### config.mk
export PLATFORM = sky130hd
export DESIGN_NAME = bitscan_unit
export DESIGN_NICKNAME = d
export VERILOG_FILES = /design/src/rtl/bitscan_unit.sv
export SDC_FILE = /design/constraint.sdc
export NUM_CORES = 1
export LEC_CHECK = 0
export ABC_AREA = 0
export CORE_MARGIN = 10
export CORE_UTILIZATION = 53
export CTS_CLUSTER_DIAMETER = 30
export DETAILED_ROUTE_END_ITERATION = 8
export PLACE_DENSITY_LB_ADDON = 0.3
export SLEW_MARGIN = 5
export SYNTH_ARGS = -nofsm -noshare
export SYNTH_HDL_FRONTEND = slang
export SYNTH_SLANG_ARGS = --single-unit
### constraint.sdc
create_clock -name clk -period 3.38 [get_ports clk]
set_input_delay 0.507 -clock clk [delete_from_list [all_inputs] [get_ports clk]]
set_output_delay 0.507 -clock clk [all_outputs]
set_load 0.02 [all_outputs]
### src/rtl/bitscan_unit.sv
module bitscan_unit #(
  parameter int WIDTH = 32,
  localparam int POSW = $clog2(WIDTH + 1),
  localparam int IDXW = $clog2(WIDTH)
) (
  input  logic             clk,
  input  logic             rst_n,
  input  logic             wr_en,
  input  logic [WIDTH-1:0] wr_word,
  input  logic [1:0]       wr_mode,
  input  logic             rd_en,
  output logic [POSW-1:0]  rd_pos
);

  localparam logic [1:0] MODE_SET    = 2'b00;
  localparam logic [1:0] MODE_CLEAR  = 2'b01;
  localparam logic [1:0] MODE_CHANGE = 2'b10;

  logic [WIDTH-1:0] word_q;
  logic [1:0]       mode_q;
  logic [WIDTH-1:0] target;
  logic [POSW-1:0]  pos;

  always_ff @(posedge clk) begin
    if (!rst_n) begin
      word_q <= '0;
      mode_q <= MODE_SET;
    end else if (wr_en) begin
      word_q <= wr_word;
      mode_q <= wr_mode;
    end
  end

  always_comb begin
    case (mode_q)
      MODE_CLEAR:  target = ~word_q;
      MODE_CHANGE: target = {1'b0, word_q[WIDTH-2:0] ^ {(WIDTH-1){word_q[WIDTH-1]}}};
      default:     target = word_q;
    endcase
  end

  always_comb begin
    pos = POSW'(WIDTH);
    for (int i = 0; i < WIDTH; i++)
      if (target[i]) pos = POSW'(WIDTH - 1 - i);
  end

  assign rd_pos = rd_en ? pos : '0;

  logic hit_bit;
  assign hit_bit = word_q[IDXW'(WIDTH - 1) - pos[IDXW-1:0]];

  p_range_r6: assert property (@(posedge clk) disable iff (!rst_n)
    pos <= POSW'(WIDTH));

  p_set_hit_r2: assert property (@(posedge clk) disable iff (!rst_n)
    (mode_q != MODE_CLEAR && mode_q != MODE_CHANGE && pos < POSW'(WIDTH)) |-> hit_bit);

  p_clear_hit_r3: assert property (@(posedge clk) disable iff (!rst_n)
    (mode_q == MODE_CLEAR && pos < POSW'(WIDTH)) |-> !hit_bit);

  p_change_r4: assert property (@(posedge clk) disable iff (!rst_n)
    (mode_q == MODE_CHANGE) |-> (pos != '0 &&
      (pos == POSW'(WIDTH) || hit_bit != word_q[WIDTH-1])));

  p_none_set_r6: assert property (@(posedge clk) disable iff (!rst_n)
    (mode_q == MODE_SET && pos == POSW'(WIDTH)) |-> (word_q == '0));

  p_hold_r7: assert property (@(posedge clk) disable iff (!rst_n)
    !wr_en |=> $stable(pos));

  p_gate_r8: assert property (@(posedge clk) disable iff (!rst_n)
    !rd_en |-> (rd_pos == '0));

endmodule

# Yosys cells after proc, flatten, opt, wreduce, memory -nomap -nowiden
# Index checks and enable logic that the tools add are counted.
dict set report op_classes {
  add_sub_neg 0
  mul 0
  n_div 0
  magnitude_cmp 0
  n_eq_ne 2
  shifts 0
  n_mux 34
  bitwise 2
  reduce_logical 0
}
# operator count
set ops {}
lappend ops {{2-to-1 mux 6 bit} 33}
lappend ops {{one-hot mux 32 bit (2 select lines)} 1}
lappend ops {{NOT 32 bit} 1}
lappend ops {{XOR 31 bit} 1}
lappend ops {{== test 2 x 1 -> 1 bit (second input constant)} 1}
lappend ops {{== test 2 bit (second input constant)} 1}
dict set report word_totals {
  regBits 34
  latchBits 0
  ram_bits 0
  mem_bits_ro 0
  output_inout_bits 6
  elab_cells 40
  memories 0
}

# Logic depth before layout (Yosys ltp)
# Gate-level depths: netlist (run 1).
dict set report logic_depth {
  word_depth 35
  ltp_mapped 11
  depth_no_buf 9
}

# Least setup slack after synthesis (run 1)
# Ideal clock, no wire load.
dict set report synth_timing {
  path_kind {register to output}
  from {register mode_q[0]}
  to {output rd_pos[4]}
  arrival_ns 2.529
  t_required_ns 2.873
  slack_ns 0.344
  path_stages_with_launch 9
  n_path_buf 2
  path_cell_list {dfxtp_1 > inv_1 > ha_1 > buf_2 > nor2_2 > clkbuf_1 > o22a_1 > nor2_2 > a2111oi_1}
}
dict set report synth_via {
  elab_chain_cells 35
  word_cells_on_any_way 36
}
# item line
set synth_lines {}
lappend synth_lines {{from (decl)} 20} ;# logic [1:0] mode_q;
lappend synth_lines {{from (signal assigned)} 30} ;# mode_q <= wr_mode;
lappend synth_lines {{== test 2 bit or == test 2 x 1 -> 1 bit (tied branches)} 35} ;# case (mode_q)
lappend synth_lines {{one-hot mux 32 bit (2 select lines) *} 35}
lappend synth_lines {{2-to-1 mux 6 bit (31 in a row)} 45} ;# if (target[i]) pos = POSW'(WIDTH - 1 - i);
lappend synth_lines {{2-to-1 mux 6 bit *} 45}
lappend synth_lines {{2-to-1 mux 6 bit *} 48} ;# assign rd_pos = rd_en ? pos : '0;
lappend synth_lines {{to (decl)} 12} ;# output logic [POSW-1:0] rd_pos
# Every way passes the cells marked *; elsewhere a longest branch is shown, timed or not.

# Worst setup path after layout (run 1)
dict set report layout_timing {
  from {register mode_q[0]}
  to {output rd_pos[1]}
}
# Same word-level chain as after synthesis.

==> results of run 1 <==
-- flip-flops by register name (all words and copies together), names as in the netlist --
register / flops
word_q: 32
mode_q: 2
-- tightest hold or removal path: stages (launching register included) --
cell	delay, ns
dfxtp_1	0.33
mux2i_1	0.07
nor2b_1	0.10
-- worst max path at each step --
stage / cells past startpoint / start / end
after CTS: 11 / mode_q[0]$_SDFFE_PN0P_ / rd_pos[0]
after detailed placement: 11 / mode_q[0]$_SDFFE_PN0P_ / rd_pos[4]
after global routing: 11 / mode_q[0]$_SDFFE_PN0P_ / rd_pos[1]
after floorplan: 8 / mode_q[0]$_SDFFE_PN0P_ / rd_pos[4]
final: 11 / mode_q[0]$_SDFFE_PN0P_ / rd_pos[1]
after global placement: 11 / mode_q[0]$_SDFFE_PN0P_ / rd_pos[4]
-- kinds of logic (layout without fill, tap and decap cells) --
logic type                 after synthesis  in the layout  share of synthesized area (%)
AOI/OAI and AO/OA                       92             92                           24.4
adders and majority gates                3              3                           1.50
buffers and inverters                   37             94                           6.27
DFF                                     34             34                           27.3
muxes                                   36             36                           14.5
and+or+nand+nor                        117            117                           26.1
-- power groups by stage --
stage / Sequential (uW) / Clock [uW] / Combinational [uW]
3_5_place_dp: 474 / 0 / 403
6_report: 468 / 311 / 417
3_3_place_gp: 474 / 0 / 396
5_1_grt: 473 / 334 / 456
2_1_floorplan: 451 / 0 / 266
4_1_cts: 466 / 315 / 408
-- final cells by class --
cell class	instances	share of cell area, %
Tap cell	52	2.01
Multi-Input combinational cell	248	52.8
Clock inverter	1	0.154
Timing Repair Buffer	75	20.1
Inverter	11	1.27
Sequential cell	34	21.0
Clock buffer	7	2.66
-- layer usage --
layer | wire, um | vias up | part of all wire, %
met5 | 0 | - | 0
met4 | 46 | 0 | 0.67
met3 | 526 | 6 | 7.6
met2 | 3250 | 107 | 47
met1 | 3060 | 1185 | 44
li1 | - | 1291 | -
-- cell usage in the layout (no fill, tap or decap), types with 2 or more instances in the layout --
master           instances
clkdlybuf4s50_1         36
mux2i_1                 35
nor2b_1                 35
dfxtp_1                 33
buf_4                   32
a21oi_1                 19
nor2_1                  17
nand3_1                 16
nand2_1                 13
o21ai_0                 11
inv_1                   10
a31oi_1                 10
o21ai_1                  8
nor4_1                   7
nor3_1                   7
clkbuf_8                 6
a21o_1                   5
o211ai_1                 5
nand4_1                  4
a21oi_2                  3
nor2_2                   3
o32ai_1                  3
o221ai_1                 3
clkbuf_2                 3
and3_1                   2
and2_1                   2
o32a_1                   2
a2111oi_2                2
o21bai_1                 2
nor4_2                   2
o31ai_1                  2
a21boi_0                 2
o22ai_1                  2
a211oi_1                 2
ha_1                     2
clkdlybuf4s15_1          2
-- what timing repair did --
| item | CTS | global route |
|---|---|---|
| setup endpoints to repair | 6 | 6 |
| resized for setup | 16 | 14 |
| cloned | 0 | 0 |
| hold buffers | 0 | 0 |
| pin swaps | 0 | 1 |
| setup buffers | 0 | 0 |
-- per-stage QoR --
stage	setup TNS, ns	setup slack [ns]	std cells
global route	-0.221	-0.119	428
detailed placement	-0.0431	-0.0224	420
CTS	0	0.00843	428
global placement	-0.0326	-0.0326	420
finish	0	0.0356	428
floorplan	0	0.344	319
==> flow_summary.json, run 1 <==
{
  "port_buffers": 43,
  "cellPowerDensity_nw_per_um2": 369,
  "power_frac_seq_pct": 39.1,
  "required_ns": 2.87,
  "grt_pass1_vias": 2471,
  "met3_usage_pct": 3.77,
  "post-route-period-util_pct": 98.9,
  "floorplan.initialDensity_pct": 56.2,
  "ys_types": 54,
  "fillCellCount": 368,
  "switchingPower_uw": 393,
  "drt_iter0_markers": 216,
  "synth-seq-area-share_pct": 27.3,
  "start_kind": "flop",
  "vdd_drop_max_mv": 0.328,
  "worst-r2r-cell-count": 2,
  "rsz0062_at_grt": "yes",
  "maxSlewHeadroom_pct": 34.0,
  "area_growth_pct": 30.0,
  "yosys.area.top_type_share_pct": 27.3,
  "status": "finished, final reports clean",
  "gr-max-usage-layer": "met2",
  "slew_viol_final": 0,
  "dp_hpwl_um": 5200,
  "crit_fanout": 7,
  "fmax_ghz": 0.299,
  "grt_first_pass_wirelength_um": 11500,
  "reg2reg_from": "word_q[10]$_SDFFE_PN0P_",
  "synth_area_leaders": "dfxtp_1, mux2i_1, nor2b_1, a21oi_1, nand3_1",
  "totalWireLength_um": 6880,
  "path_class": "flop to output port",
  "first_pass_iters": 5,
  "crit_chain": "inv_1, ha_1, a21oi_2, nor2_2, or3_1, buf_4, o32ai_1, nand3_1, o211ai_1, a211oi_2, clkdlybuf4s15_2",
  "fp.dieW_um": 88.6,
  "total_power_uw": 1200,
  "whs_ns": 0.532,
  "power.internal_uw": 803,
  "fp.coreArea_sq_um": 4440,
  "grt.met1_usage_pct": 22.7,
  "post_dp_cell_area_sq_um": 3110,
  "ys_ff_latch": 34,
  "worst_r2r_endpoint": "word_q[10]$_SDFFE_PN0P_",
  "syn_area_sq_um": 2500,
  "combPwrFrac_pct": 34.8,
  "cts_root_buffer": "clkbuf_8",
  "die_area_sq_um": 7850,
  "cts_htree_levels": 2,
  "grt_use_met2_pct": 29.4,
  "cp_top_family": "compound AO/OA/AOI/OAI gates",
  "cts_tree": "done",
  "place.gp.congestion": 0.918,
  "swShare_pct": 32.9,
  "cp_slowest_cell": "dfxtp_1",
  "finalCoreUtilization_pct": 73.0,
  "netlist_instances": 319,
  "whs_path_depth": 2,
  "rows": 24,
  "whs_endpoint": "word_q[0]$_SDFFE_PN0P_",
  "syn_area_per_cell_sq_um": 7.82,
  "die_h_um": 88.6,
  "antenna_found_initial": 0,
  "postLayoutCellArea_sq_um": 3240,
  "numCtsBuffers": 5,
  "ios": 44,
  "setup_viol": 0,
  "vias": 2589,
  "worstHoldStart": "word_q[0]$_SDFFE_PN0P_",
  "worstPathArrival_ns": 2.84,
  "ctsLongestPathBuffers": 2,
  "regArea_sq_um": 682,
  "synth_top_area_cell": "dfxtp_1",
  "clk_latency_ns": 0.28,
  "ant_nets": 0,
  "max_cap_viol_count": 0,
  "wire_per_inst_um": 16.1,
  "synth_common_cells": "mux2i_1, nor2b_1, dfxtp_1",
  "vias_per_cell": 6.05,
  "period_minus_slack_ns": 3.34,
  "layout.nets": 416,
  "tightestPinTransition_ns": 0.990,
  "n_antenna_cell": 0,
  "drive_gt1_share_pct": 17.0,
  "p_leak_uw": 0.00129,
  "hold_path.class": "flop to flop",
  "grt_max_degree": 35,
  "overflow": 0,
  "multiInputGateArea_sq_um": 1710,
  "worst_setup_path_end_kind": "output port",
  "synth_edf_count": 0,
  "hold_viol": 0,
  "critical_path_buf_inv_count": 3,
  "synth_nets": 360,
  "cts.sinks": 34,
  "synthArstFlopShare_pct": 0,
  "slowest_delay_ns": 0.36,
  "drc": 0,
  "synth-warning-count": 0,
  "grtUsageTotal_pct": 17.6,
  "clk_pin_slew_ns": 0.07,
  "r2r_slack_ns": 2.50,
  "p_clk_share_pct": 26.0,
  "clock_skew_ns": 0,
  "ys.flop_type": "dfxtp_1"
}
Power figures use the tool's default switching activity.
==> inputs of run 2 (changes only) <==
--- a/config.mk
+++ b/config.mk
@@ -10,6 +10,7 @@
 export CORE_UTILIZATION = 53
 export CTS_CLUSTER_DIAMETER = 30
 export DETAILED_ROUTE_END_ITERATION = 8
+export MAX_ROUTING_LAYER = met4
 export PLACE_DENSITY_LB_ADDON = 0.3
 export SLEW_MARGIN = 5
 export SYNTH_ARGS = -nofsm -noshare
==> flow_summary.json, run 2 (synthesized netlist as in run 1, its figures left out) <==
{
  "period_minus_slack_ns": 3.28,
  "ios": 44,
  "port_buffers": 43,
  "largest_register_ffs": 32,
  "drt_iter0_markers": 236,
  "p_leak_uw": 0.00129,
  "rows": 24,
  "cts.sinks": 34,
  "route.met2.wl_um": 3370,
  "fp.dieW_um": 88.6,
  "vdd_drop_max_mv": 0.213,
  "n_antenna_cell": 0,
  "clock_skew_ns": 0,
  "dp_hpwl_um": 5260,
  "hold_path.class": "flop to flop",
  "fp.coreArea_sq_um": 4440,
  "place.gp.congestion": 0.928,
  "overflow": 0,
  "grtUsageTotal_pct": 18.6,
  "swShare_pct": 33.5,
  "wl_met3_um": 519,
  "die_area_sq_um": 7850,
  "grt_pass1_vias": 2469,
  "multiInputGateArea_sq_um": 1730,
  "hold_viol": 0,
  "path_class": "flop to output port",
  "die_h_um": 88.6,
  "worstPathArrival_ns": 2.78,
  "cts_root_buffer": "clkbuf_8",
  "power.internal_uw": 805,
  "slew_viol_final": 0,
  "top_layer": "met4",
  "area_growth_pct": 30.2,
  "ant_nets": 0,
  "fillCellCount": 362,
  "largest_registers": "word_q: 32 flops, mode_q: 2 flops",
  "drc": 0,
  "crit_fanout": 7,
  "maxSlewHeadroom_pct": 35.2,
  "combPwrFrac_pct": 35.4,
  "first_pass_iters": 5,
  "clk_pin_slew_ns": 0.07,
  "layout_commonest_cell": "clkdlybuf4s50_1",
  "ctsLongestPathBuffers": 2,
  "power_frac_seq_pct": 38.7,
  "worst_setup_path_end_kind": "output port",
  "rsz0062_at_grt": "yes",
  "p_clk_share_pct": 25.9,
  "tightestPinTransition_ns": 0.972,
  "cellPowerDensity_nw_per_um2": 372,
  "vias_per_cell": 6.30,
  "max_cap_viol_count": 0,
  "grt_max_degree": 35,
  "top_register": "word_q",
  "regArea_sq_um": 682,
  "start_kind": "flop",
  "floorplan.initialDensity_pct": 56.2,
  "reg2reg_from": "word_q[10]$_SDFFE_PN0P_",
  "cts_htree_levels": 2,
  "cts_tree": "done",
  "drive_gt1_share_pct": 17.1,
  "required_ns": 2.87,
  "setup_viol": 0,
  "layout_common_cells": "clkdlybuf4s50_1, mux2i_1, nor2b_1",
  "met1Wirelength_um": 3180,
  "worstHoldStart": "word_q[15]$_SDFFE_PN0P_",
  "ctsHoldBuffers": 0,
  "clk_latency_ns": 0.29,
  "finalCoreUtilization_pct": 73.1,
  "wire_per_inst_um": 16.8,
  "grt_first_pass_wirelength_um": 11600,
  "worstSetupStartpoint": "mode_q[1]$_SDFFE_PN0P_",
  "numCtsBuffers": 5,
  "status": "finished, final reports clean",
  "switchingPower_uw": 406,
  "whs_ns": 0.534,
  "layout.nets": 415,
  "fmax_ghz": 0.305,
  "totalWireLength_um": 7160,
  "vias": 2689,
  "post-route-period-util_pct": 97.1,
  "antenna_found_initial": 0
}
-- run 2: what timing repair did --
action	4_1_cts	5_1_grt
pin swaps	0	0
endpoints found under the setup margin	6	5
gates resized for setup	9	23
buffers inserted	0	2
-- run 2: cell type report --
type | count | area share, %
Timing Repair Buffer | 74 | 19.6
Clock buffer | 7 | 2.66
Tap cell | 52 | 2.00
Clock inverter | 1 | 0.154
Sequential cell | 34 | 21.0
Multi-Input combinational cell | 248 | 53.4
Inverter | 11 | 1.27
-- run 2: per-layer routing --
metal / global-route usage [%] / up-vias
li1: - / 1293
met1: 23.2 / 1249
met2: 29.3 / 133
met3: 4.32 / 14
met4: 5.43 / 0
met5: - / -
-- run 2: final timing paths --
path | to | slack, ns | cells past startpoint
worst max-delay path | rd_pos[2] | 0.1 | 10
worst min-delay path | word_q[15]$_SDFFE_PN0P_ | 0.53 | 2
worst min register to register | word_q[15]$_SDFFE_PN0P_ | 0.53 | 2
worst max register to register | word_q[10]$_SDFFE_PN0P_ | 2.50 | 2
-- run 2: power groups by stage --
stage	Sequential (uW)	Combinational (uW)	Clock [uW]
finish	469	428	313
detailed placement	475	400	0
floorplan	451	266	0
global route	473	464	340
CTS	466	399	319
global placement	473	394	0
-- run 2: critical path, stage by stage (launching register included) --
cell,delay [ns]
dfxtp_2,0.38
inv_1,0.06
ha_1,0.26
a21oi_4,0.20
nor2_4,0.09
or3_1,0.35
o32a_1,0.36
buf_4,0.17
o21bai_1,0.16
a21oi_1,0.10
dlygate4sd2_1,0.34
-- run 2: stage by stage --
stage	worst slack [ns]	area [sq um]	power, uW	instances	setup TNS, ns
2_1_floorplan	0.344	2500	717	319	0
3_3_place_gp	-0.00132	3090	867	417	-0.00132
3_5_place_dp	-0.0629	3090	874	417	-0.0629
4_1_cts	0.0274	3190	1180	425	0
5_1_grt	-0.00872	3250	1280	427	-0.00872
6_report	0.0966	3250	1210	427	0
==> inputs of run 3 (changes only) <==
--- a/config.mk
+++ b/config.mk
@@ -5,7 +5,7 @@
 export SDC_FILE = /design/constraint.sdc
 export NUM_CORES = 1
 export LEC_CHECK = 0
-export ABC_AREA = 0
+export CAP_MARGIN = 20
 export CORE_MARGIN = 10
 export CORE_UTILIZATION = 53
 export CTS_CLUSTER_DIAMETER = 30
==> results of run 3 <==
Same layout as run 2: the final DEF is identical, and so are final timing and power.
